$ cat config.mk
export PLATFORM = sky130hd
export DESIGN_NAME = step_wait_monitor
export DESIGN_NICKNAME = d
export VERILOG_FILES = /design/src/rtl/swm_pkg.sv /design/src/rtl/swm_hs_sync.sv /design/src/rtl/swm_cnt_bank.sv /design/src/rtl/swm_tmo_timer.sv /design/src/rtl/swm_step_fsm.sv /design/src/rtl/step_wait_monitor.sv
export SDC_FILE = /design/constraint.sdc
export NUM_CORES = 1
export LEC_CHECK = 0
export BUFFER_PORTS_ARGS = -buffer_cell sky130_fd_sc_hd__buf_2
export CAP_MARGIN = 10
export CORE_MARGIN = 3
export CORE_UTILIZATION = 64
export DETAILED_ROUTE_END_ITERATION = 10
export PLACE_DENSITY = 0.84
export SYNTH_ARGS = -nofsm -noshare
export SYNTH_HDL_FRONTEND = slang
export SYNTH_SLANG_ARGS = --single-unit
$ cat constraint.sdc
create_clock -name clk -period 5.5 [get_ports clk]
set_input_delay 0.825 -clock clk [delete_from_list [all_inputs] [get_ports clk]]
set_output_delay 0.825 -clock clk [all_outputs]
set_load 0.02 [all_outputs]
$ cat src/rtl/swm_pkg.sv
package swm_pkg;
   typedef enum logic [1:0] {
      ST_IDLE   = 2'd0,
      ST_WAIT_HS = 2'd1,
      ST_SETTLE = 2'd2
   } step_state_t;

   typedef enum logic {
      MODE_HANDSHAKE = 1'b0,
      MODE_COUNT     = 1'b1
   } step_mode_t;
endpackage

$ cat src/rtl/swm_hs_sync.sv
module swm_hs_sync #(
   parameter int STAGES = 2
) (
   input  logic clk,
   input  logic rst_n,
   input  logic d,
   output logic q
);
   logic [STAGES-1:0] chain;

   always_ff @(posedge clk or negedge rst_n) begin
      if (!rst_n) chain <= '0;
      else        chain <= {chain[STAGES-2:0], d};
   end

   assign q = chain[STAGES-1];
endmodule

$ cat src/rtl/swm_cnt_bank.sv
module swm_cnt_bank #(
   parameter int KINDS = 4,
   parameter int CNT_W = 16
) (
   input  logic                     clk,
   input  logic                     rst_n,
   input  logic                     wr_en,
   input  logic [$clog2(KINDS)-1:0] wr_sel,
   input  logic [CNT_W-1:0]         wr_data,
   input  logic [$clog2(KINDS)-1:0] rd_sel,
   output logic [CNT_W-1:0]         rd_data
);
   localparam int SEL_W = $clog2(KINDS);

   logic [CNT_W-1:0] regs [KINDS];

   for (genvar k = 0; k < KINDS; k++) begin : g_reg
      always_ff @(posedge clk or negedge rst_n) begin
         if (!rst_n)                             regs[k] <= '1;
         else if (wr_en && wr_sel == SEL_W'(k))  regs[k] <= wr_data;
      end
   end

   assign rd_data = regs[rd_sel];
endmodule

$ cat src/rtl/swm_tmo_timer.sv
module swm_tmo_timer #(
   parameter int TO_W = 20
) (
   input  logic            clk,
   input  logic            rst_n,
   input  logic            wr_en,
   input  logic [TO_W-1:0] wr_data,
   input  logic            arm,
   input  logic            run,
   output logic            expired
);
   logic [TO_W-1:0] limit_reg;
   logic [TO_W-1:0] limit_snap;
   logic [TO_W-1:0] elapsed;

   always_ff @(posedge clk or negedge rst_n) begin
      if (!rst_n)     limit_reg <= '1;
      else if (wr_en) limit_reg <= wr_data;
   end

   always_ff @(posedge clk or negedge rst_n) begin
      if (!rst_n) begin
         limit_snap <= '1;
         elapsed    <= '0;
      end else if (arm) begin
         limit_snap <= limit_reg;
         elapsed    <= '0;
      end else if (run) begin
         elapsed    <= elapsed + 1'b1;
      end
   end

   assign expired = run && (elapsed == limit_snap);
endmodule

$ cat src/rtl/swm_step_fsm.sv
module swm_step_fsm
   import swm_pkg::*;
#(
   parameter int CNT_W  = 16,
   parameter int STEP_W = 6
) (
   input  logic              clk,
   input  logic              rst_n,
   input  logic              start,
   input  logic [STEP_W-1:0] step_id,
   input  logic              step_mode,
   input  logic              exp_level,
   input  logic              hs_sync,
   input  logic [CNT_W-1:0]  cnt_val,
   input  logic              tmo_expired,
   output logic              accept,
   output logic              busy,
   output logic              done,
   output logic              error,
   output logic [STEP_W-1:0] err_code
);
   step_state_t       state;
   logic [CNT_W-1:0]  settle;
   logic [STEP_W-1:0] id_q;
   logic              exp_q;

   assign busy   = (state != ST_IDLE);
   assign accept = (state == ST_IDLE) && start;

   always_ff @(posedge clk or negedge rst_n) begin
      if (!rst_n) begin
         state    <= ST_IDLE;
         settle   <= '0;
         id_q     <= '0;
         exp_q    <= 1'b0;
         done     <= 1'b0;
         error    <= 1'b0;
         err_code <= '0;
      end else begin
         done  <= 1'b0;
         error <= 1'b0;
         case (state)
            ST_IDLE: begin
               if (start) begin
                  id_q   <= step_id;
                  exp_q  <= exp_level;
                  settle <= cnt_val;
                  state  <= (step_mode == MODE_COUNT) ? ST_SETTLE : ST_WAIT_HS;
               end
            end
            ST_WAIT_HS: begin
               if (tmo_expired) begin
                  error    <= 1'b1;
                  err_code <= id_q;
                  state    <= ST_IDLE;
               end else if (hs_sync == exp_q) begin
                  state    <= ST_SETTLE;
               end
            end
            ST_SETTLE: begin
               if (settle == '0) begin
                  done     <= 1'b1;
                  state    <= ST_IDLE;
               end else if (tmo_expired) begin
                  error    <= 1'b1;
                  err_code <= id_q;
                  state    <= ST_IDLE;
               end else begin
                  settle   <= settle - 1'b1;
               end
            end
            default: state <= ST_IDLE;
         endcase
      end
   end
endmodule

$ cat src/rtl/step_wait_monitor.sv
module step_wait_monitor #(
   parameter int CNT_W       = 16,
   parameter int TO_W        = 20,
   parameter int NUM_KINDS   = 4,
   parameter int STEP_W      = 6,
   parameter int SYNC_STAGES = 2
) (
   input  logic                         clk,
   input  logic                         rst_n,
   input  logic                         cnt_wr_en,
   input  logic [$clog2(NUM_KINDS)-1:0] cnt_wr_kind,
   input  logic [CNT_W-1:0]             cnt_wr_val,
   input  logic                         tmo_wr_en,
   input  logic [TO_W-1:0]              tmo_wr_val,
   input  logic                         start,
   input  logic [STEP_W-1:0]            step_id,
   input  logic [$clog2(NUM_KINDS)-1:0] step_kind,
   input  logic                         step_mode,
   input  logic                         exp_level,
   input  logic                         hs_in,
   output logic                         busy,
   output logic                         done,
   output logic                         error,
   output logic [STEP_W-1:0]            err_code
);
   localparam int KIND_W = $clog2(NUM_KINDS);

   if (SYNC_STAGES < 2) begin : g_bad_sync
      $error("SYNC_STAGES must be at least 2");
   end
   if (NUM_KINDS < 2 || (1 << KIND_W) != NUM_KINDS) begin : g_bad_kinds
      $error("NUM_KINDS must be a power of two, at least 2");
   end
   if (CNT_W < 11) begin : g_bad_cnt
      $error("CNT_W must hold settle counts of at least 2000");
   end
   if (TO_W < 1 || STEP_W < 1) begin : g_bad_width
      $error("TO_W and STEP_W must be positive");
   end

   logic             hs_sync;
   logic [CNT_W-1:0] cnt_val;
   logic             accept;
   logic             tmo_expired;

   swm_hs_sync #(.STAGES(SYNC_STAGES)) u_sync (
      .clk   (clk),
      .rst_n (rst_n),
      .d     (hs_in),
      .q     (hs_sync)
   );

   swm_cnt_bank #(.KINDS(NUM_KINDS), .CNT_W(CNT_W)) u_bank (
      .clk     (clk),
      .rst_n   (rst_n),
      .wr_en   (cnt_wr_en),
      .wr_sel  (cnt_wr_kind),
      .wr_data (cnt_wr_val),
      .rd_sel  (step_kind),
      .rd_data (cnt_val)
   );

   swm_tmo_timer #(.TO_W(TO_W)) u_tmo (
      .clk     (clk),
      .rst_n   (rst_n),
      .wr_en   (tmo_wr_en),
      .wr_data (tmo_wr_val),
      .arm     (accept),
      .run     (busy),
      .expired (tmo_expired)
   );

   swm_step_fsm #(.CNT_W(CNT_W), .STEP_W(STEP_W)) u_fsm (
      .clk         (clk),
      .rst_n       (rst_n),
      .start       (start),
      .step_id     (step_id),
      .step_mode   (step_mode),
      .exp_level   (exp_level),
      .hs_sync     (hs_sync),
      .cnt_val     (cnt_val),
      .tmo_expired (tmo_expired),
      .accept      (accept),
      .busy        (busy),
      .done        (done),
      .error       (error),
      .err_code    (err_code)
   );
endmodule

==> Flow_metrics.wiki, run 1 <==
{| class="wikitable"
! Metric !! Value
|-
| Setup repair bufs after CTS || 0
|-
| Via count || 4713
|-
| Hold Fails Final Rpt || 0
|-
| Dpl hpwl || 9.58 mm
|-
| Power Dens Cells || 469 nW/um^2
|-
| Clock tree from TritonCTS || yes
|-
| Startpoint of the worst setup timing path || u_fsm.state[0]$_DFFE_PN0P_
|-
| Residual DRC || 0
|-
| Setup violation total in the final timing report || 0
|-
| Total leakage power || 3.52 nW
|-
| RD Place Congestion || 0.779
|-
| Capture point of the critical path || u_fsm.err_code[5]$_DFFE_PN0P_
|-
| Max_cap viols || 0
|-
| First DRT Iteration DRCs || 434
|-
| Worst Tran Pin Value || 1080 ps
|-
| Core ar. || 11100 sq um
|-
| Wire length per cell || 19.0 um
|-
| Synth unique cells || 50
|-
| Share of the clock period used by the worst path after layout || 0.501
|-
| Critical Path Source Type || flip-flop
|-
| Top FF cell, synth || sky130_fd_sc_hd__dfstp_2
|-
| FF+latch count, synth || 159
|-
| Router iterations before antenna repair || 5
|-
| Reg2reg setup slack || 2740 ps
|-
| Row cnt || 38
|-
| Post-layout nets || 675
|-
| Sequential area share after synthesis || 0.556
|-
| Antenna-violating nets left || 0
|-
| Mean number of vias per cell || 6.14
|-
| Post-route non-filler standard cell count || 768
|-
| Worst hold path startpoint || u_sync.chain[0]$_DFF_PN0_
|-
| Mapped cell area || 7390 sq um
|-
| Dpl ws || 2770 ps
|-
| Final worst path period need || 2760 ps
|-
| Number of global-route vias before repair || 4967
|-
| Number of buffers created by CTS || 17
|-
| Worst endpoint required time || 5800 ps
|-
| Int Pwr || 2.82 mW
|-
| Cell depth of the worst flop-to-flop path || 7
|-
| Initial Utilization || 0.667
|-
| Area after detailed placement || 7800 sq um
|-
| Number of antenna violations at the first check in global routing || 0
|-
| Switching fraction of total power || 0.287
|-
| Reg-to-Reg End || u_fsm.err_code[5]$_DFFE_PN0P_
|-
| Register with the most flip-flops || u_bank.regs
|-
| Run status || complete, no violations
|-
| Unrepaired setup endpoints after global routing || no
|-
| Syn-to-layout area delta || 14.1%
|-
| Post-CTS Resized || 0
|-
| Syn nets || 616
|-
| Sum of routed wire length over all layers || 14.6 mm
|-
| Clk slew on worst S/H paths || 60 ps
|-
| Number of port buffers || 62
|-
| Final Cell Area || 8430 sq um
|-
| Largest register FFs || 64
|-
| CTS Root Cell || sky130_fd_sc_hd__clkbuf_16
|-
| Clock latency of the later-clocked register in the worst-skew pair || 430 ps
|-
| Switching pwr || 1.13 mW
|-
| Top Ports || 63
|-
| Largest net degree at the start of global routing || 100
|-
| Antenna cells || 0
|-
| Global-route usage over all layers || 0.245
|-
| YS warnings || 0
|-
| Hold-fix buffers at CTS || 0
|-
| Part of the power in combinational logic || 0.233
|-
| Max frequency || 363 MHz
|-
| Leading cell types in the layout, fill and taps excluded || sky130_fd_sc_hd__mux2_2, sky130_fd_sc_hd__dfstp_2, sky130_fd_sc_hd__buf_2
|-
| Avg Synthesized Cell Area || 13.3 sq um
|-
| Number of cells after detailed placement || 736
|-
| Arrival @ worst endpoint || 3060 ps
|-
| Overall die area || 12900 sq um
|-
| Fin worst setup slack || 2740 ps
|-
| Post-synth ARST share || 1.00
|-
| Count of final max-slew check failures || 0
|-
| Final clock skew || 14.6 ps
|-
| Max_slew headroom || 0.276
|-
| Max Root-Sink Buffers || 2
|-
| H-tree lvl count || 4
|-
| Worst setup EP type || flip-flop
|-
| Part of the power in the clock network || 0.313
|-
| First-pass GRT wire length || 24.5 mm
|-
| Clock net sink count || 159
|-
| Die width || 113 um
|-
| Maximum VDD drop || 0.000384 V
|-
| Type of the most critical hold path || reg -> reg
|-
| Worst reg2reg path startpoint || u_fsm.state[0]$_DFFE_PN0P_
|-
| Maximum fanout along the worst path || 18
|-
| Die boundary height || 113 um
|-
| Instance count of the mapped netlist || 556
|-
| Part of the total power dissipated in sequential elements || 0.455
|-
| Most common library cell in the layout ignoring fill and taps || sky130_fd_sc_hd__mux2_2
|-
| Fraction of layout cells with a size suffix above 1 || 0.540
|-
| Number of flops mapped to enable cells by yosys || 0
|-
| Overall overflow remaining after global route || 0
|-
| Post-Route Setup TNS || 0 ps
|-
| Worst Path Class, Setup || reg -> reg
|}
[kinds of logic after synthesis]
family                   after synthesis  synth area share
flip-flops                           159             0.556
multiplexers                         144             0.242
AND/OR/NAND/NOR                      120            0.0852
AO/OA/AOI/OAI                         70            0.0595
buffers and inverters                 34            0.0196
XOR/XNOR                              23            0.0273
adder cells (fa/ha/maj)                6            0.0102
[critical path, stage by stage, from the launching register on]
cell and delay, ps:
sky130_fd_sc_hd__dfrtp_1 370, sky130_fd_sc_hd__inv_1 70, sky130_fd_sc_hd__ha_1 310, sky130_fd_sc_hd__inv_1 210, sky130_fd_sc_hd__nand3_1 120, sky130_fd_sc_hd__or3_1 710, sky130_fd_sc_hd__nor3b_4 450, sky130_fd_sc_hd__mux2_2 390
[per-layer routing]
metal	share of wire	global-route usage	vias to the layer above
met4	0.020	0.0962	0
met5	0	0	-
met2	0.53	0.415	92
met1	0.41	0.308	2428
li1	-	-	2165
met3	0.034	0.0562	28
[worst min path at each step]
stage,endpoint,depth (start not counted)
floorplan,u_sync.chain[1]$_DFF_PN0_,0
global placement,u_sync.chain[1]$_DFF_PN0_,0
detailed placement,u_sync.chain[1]$_DFF_PN0_,0
CTS,u_sync.chain[1]$_DFF_PN0_,0
global route,u_sync.chain[1]$_DFF_PN0_,0
finish,u_sync.chain[1]$_DFF_PN0_,0
[power by group through the flow]
stage / Clock (mW) / Sequential [mW] / Combinational (mW)
after floorplan: 0 / 1.74 / 0.727
after detailed placement: 0 / 1.81 / 0.915
final: 1.24 / 1.80 / 0.918
after global placement: 0 / 1.78 / 0.872
after global routing: 1.31 / 1.83 / 1.02
after CTS: 1.25 / 1.79 / 0.926
[final cells by class]
class / count / area [sq um]
flip-flops and latches: 159 / 4110
well taps: 140 / 175
inverters: 8 / 30.0
clock buffers: 23 / 500
multi-input cells: 363 / 3140
fillers: 688 / 2650
repair buffers: 66 / 347
clock inverters: 9 / 129
[cells in the mapped netlist (all sizes together), types with 6 or more instances]
cell type / n / area, sq um
o22ai: 8 / 50.1
nor3: 10 / 50.1
clkbuf: 21 / 78.8
o21ai: 16 / 80.1
dfstp: 104 / 2730
mux4: 16 / 360
a21oi: 14 / 70.1
ha: 6 / 75.1
nand3: 19 / 95.1
mux2i: 11 / 110
nand4: 6 / 37.5
dfrtp: 55 / 1380
nor2: 14 / 52.6
inv: 7 / 26.3
xor2: 18 / 158
a31oi: 14 / 87.6
mux2: 117 / 1320
nand2: 41 / 154
[metrics by stage]
stage | util | power (mW) | hold slack (ps)
6_report | 0.761 | 3.95 | 359
5_1_grt | 0.761 | 4.16 | 363
4_1_cts | 0.761 | 3.97 | 358
3_5_place_dp | 0.704 | 2.72 | 337
3_3_place_gp | 0.704 | 2.65 | 332
2_1_floorplan | - | 2.47 | 331
No activity file was read; power rests on OpenSTA's default activity.
==> run 2, diff against run 1 <==
- CORE_UTILIZATION: 64 -> 60
- PLACE_DENSITY: 0.84 -> 0.79
- clock period: 5.5 -> 2.9 ns (I/O delays scaled with it)
==> run 2 against run 1 <==
Clock-buffer cell count up 4. Sequential share of layout area down 0.34 points. Sequential power up 89%. Global-route usage down 1.4 points. Combinational power up 91%. First-iteration DRC count down 24%. Worst hold slack worse by 310 ps. Register-to-register slack worse by 2400 ps. Routed wire length down 1.4%. Final cell count up 1.4%. Utilization down 3.6 points.
==> Flow_metrics.wiki, run 2 (synthesis results as in run 1) <==
{| class="wikitable"
! Metric !! Value
|-
| Busiest layer in global routing || met2
|-
| Dpl hpwl || 9.56 mm (-0.22%)
|-
| Via count || 4741 (+0.59%)
|-
| Ordered cell list for the critical path || inv_1 -> ha_1 -> nand2_1 -> a21boi_0 -> a41o_1 -> nor2_1 -> mux2i_1
|-
| Clock tree from TritonCTS || yes
|-
| First DRT Iteration DRCs || 330 (-24%)
|-
| Part of the total power dissipated in sequential elements || 0.458 (+0.003)
|-
| Arrival @ worst endpoint || 2860 ps (-200 ps)
|-
| Number of buffers created by CTS || 17 (unchanged)
|-
| Count of final max-slew check failures || 0 (unchanged)
|-
| Mean number of vias per cell || 6.09 (-0.83%)
|-
| Switching pwr || 2.10 mW (+85%)
|-
| Die width || 117 um (+3.1%)
|-
| Global-route usage over all layers || 0.231 (-0.0142)
|-
| Setup repair bufs after CTS || 0 (unchanged)
|-
| Top Ports || 63 (unchanged)
|-
| Post-layout nets || 683 (+1.2%)
|-
| Int Pwr || 5.34 mW (+90%)
|-
| Met2 global-route usage || 0.394 (-0.0211)
|-
| Critical Path Source Type || flip-flop
|-
| Largest register FFs || 64 (unchanged)
|-
| Total leakage power || 3.56 nW (+1.2%)
|-
| Met3 track demand over resource || 0.0571 (+0.000836)
|-
| Post-CTS Resized || 0 (unchanged)
|-
| Syn-to-layout area delta || 14.9%
|-
| Final worst path period need || 2520 ps (-237 ps)
|-
| Die boundary height || 117 um (+3.1%)
|-
| Hold Fails Final Rpt || 0 (unchanged)
|-
| Worst Path Class, Setup || reg -> reg
|-
| Clock latency of the later-clocked register in the worst-skew pair || 420 ps (about the same)
|-
| Delay of the slowest cell on the worst path || 730 ps (+20 ps)
|-
| Max frequency || 397 MHz (+9.4%)
|-
| Sum of routed wire length over all layers || 14.4 mm (-1.4%)
|-
| Total Power || 7.44 mW (+88%)
|-
| Part of the power in combinational logic || 0.235 (+0.002)
|-
| Residual DRC || 0 (unchanged)
|-
| Number of cells after detailed placement || 747 (+1.5%)
|-
| Worst setup EP type || flip-flop
|-
| First-pass GRT wire length || 24.1 mm (-1.8%)
|-
| Worst endpoint required time || 3240 ps (-2560 ps)
|-
| CTS Root Cell || sky130_fd_sc_hd__clkbuf_16
|-
| Highest-delay cell along the critical path || sky130_fd_sc_hd__nor2_1
|-
| Worst Tran Pin Value || 1080 ps (-5.75 ps)
|-
| RD Place Congestion || 0.851 (+9.3%)
|-
| Share of the clock period used by the worst path after layout || 0.869 (+0.368)
|-
| Switching fraction of total power || 0.282 (-0.00508)
|-
| Part of the power in the clock network || 0.307 (-0.006)
|-
| Clock net sink count || 159 (unchanged)
|-
| Type of the most critical hold path || in -> async
|-
| Run status || complete, no violations
|-
| Maximum VDD drop || 0.000561 V (+46%)
|-
| Row cnt || 39 (+2.6%)
|-
| Clk slew on worst S/H paths || 60 ps (about the same)
|-
| Final clock skew || 5.91 ps (-8.64 ps)
|-
| Antenna-violating nets left || 0 (unchanged)
|-
| Post-Route Setup TNS || 0 ps (unchanged)
|-
| Post-route non-filler standard cell count || 779 (+1.4%)
|-
| Overall die area || 13700 sq um (+6.3%)
|-
| Wire length per cell || 18.5 um (-2.8%)
|-
| Antenna cells || 0 (unchanged)
|-
| Core ar. || 11700 sq um (+5.7%)
|-
| Number of port buffers || 62 (unchanged)
|-
| GRT met1 Usage || 0.281 (-0.0272)
|-
| Overall overflow remaining after global route || 0 (unchanged)
|-
| Leading cell types in the layout, fill and taps excluded || sky130_fd_sc_hd__mux2_2, sky130_fd_sc_hd__dfstp_2, sky130_fd_sc_hd__buf_2
|-
| Largest net degree at the start of global routing || 83 (-17%)
|-
| Initial Utilization || 0.631 (-0.0360)
|-
| Max_cap viols || 0 (unchanged)
|-
| Hold-fix buffers at CTS || 0 (unchanged)
|-
| Unrepaired setup endpoints after global routing || no
|-
| Power Dens Cells || 876 nW/um^2 (+87%)
|-
| Number of antenna violations at the first check in global routing || 0 (unchanged)
|-
| Fraction of layout cells with a size suffix above 1 || 0.542 (+0.00264)
|-
| Register with the most flip-flops || u_bank.regs
|-
| Setup violation total in the final timing report || 0 (unchanged)
|-
| Most common library cell in the layout ignoring fill and taps || sky130_fd_sc_hd__mux2_2
|-
| Maximum fanout along the worst path || 13 (-5)
|-
| H-tree lvl count || 4 (unchanged)
|-
| Max Root-Sink Buffers || 2 (unchanged)
|-
| Number of global-route vias before repair || 5017 (+1.0%)
|-
| Max_slew headroom || 0.280 (+0.00385)
|-
| Router iterations before antenna repair || 5 (unchanged)
|}
==> run 2: cell count changes in the layout (fill, tap and decap cells not counted), sizes merged <==
| cell | before | now |
|---|---|---|
| clkbuf | 23 | 27 |
| clkinv | 5 | 3 |
| clkinvlp | 2 | 0 |
| buf | 66 | 74 |
==> run 2: per-layer routing <==
metal  vias up  part of all wire  wire, um
li1       2167                 -         -
met1      2444              0.42      6010
met2       104              0.52      7540
met3        26             0.035       506
met4         0             0.023       332
met5         -                 0         0
==> run 2: path summary, 6_finish.rpt <==
| check | from | end | slack (ps) | cells past startpoint |
|---|---|---|---|---|
| max in group asynchronous | rst_n | u_bank.regs[19]$_DFFE_PN1P_ | 2010 | 2 |
| worst max-delay path | u_fsm.state[0]$_DFFE_PN0P_ | u_fsm.settle[0]$_DFFE_PN0P_ | 380 | 7 |
| worst min-delay path | rst_n | u_tmo.elapsed[12]$_DFFE_PN0P_ | 40 | 1 |
| worst max register to register | u_fsm.state[0]$_DFFE_PN0P_ | u_fsm.settle[0]$_DFFE_PN0P_ | 380 | 7 |
| worst min register to register | u_sync.chain[0]$_DFF_PN0_ | u_sync.chain[1]$_DFF_PN0_ | 360 | 0 |
| min in group clk | hs_in | u_sync.chain[0]$_DFF_PN0_ | 130 | 1 |
==> run 2: power by group through the flow <==
stage / sequential (mW) / clock [mW] / combinational, mW
2_1_floorplan: 3.30 / 0 / 1.38
3_3_place_gp: 3.38 / 0 / 1.65
3_5_place_dp: 3.42 / 0 / 1.75
4_1_cts: 3.40 / 2.33 / 1.76
5_1_grt: 3.48 / 2.43 / 1.94
6_report: 3.40 / 2.28 / 1.75
==> run 2: area by class of cell <==
| cell class | instances | area (sq um) |
|---|---|---|
| Inverter | 8 | 30.0 |
| Clock inverter | 5 | 100 |
| Fill cell | 782 | 3220 |
| Multi-Input combinational cell | 363 | 3140 |
| Tap cell | 143 | 179 |
| Clock buffer | 27 | 513 |
| Timing Repair Buffer | 74 | 419 |
| Sequential cell | 159 | 4110 |
==> run 2: stage by stage <==
stage / cell area (sq um) / utilization / hold WS (ps) / setup WS, ps
3_5_place_dp: 7880 / 0.672 / 347 / 403
6_report: 8490 / 0.725 / 44.6 / 380
4_1_cts: 8490 / 0.725 / 66.3 / 420
2_1_floorplan: 7390 / - / 139 / 637
5_1_grt: 8490 / 0.725 / 84.7 / 167
3_3_place_gp: 7880 / 0.672 / 340 / 521
==> run 2: worst max-delay path, delay by kind of cell, from the launching register on <==
| family | cells | cell delay, ps |
|---|---|---|
| AOI/OAI and AO/OA | 2 | 470 |
| adders and majority gates | 1 | 370 |
| buffers and inverters | 1 | 100 |
| DFF | 1 | 400 |
| muxes | 1 | 260 |
| and+or+nand+nor | 2 | 850 |
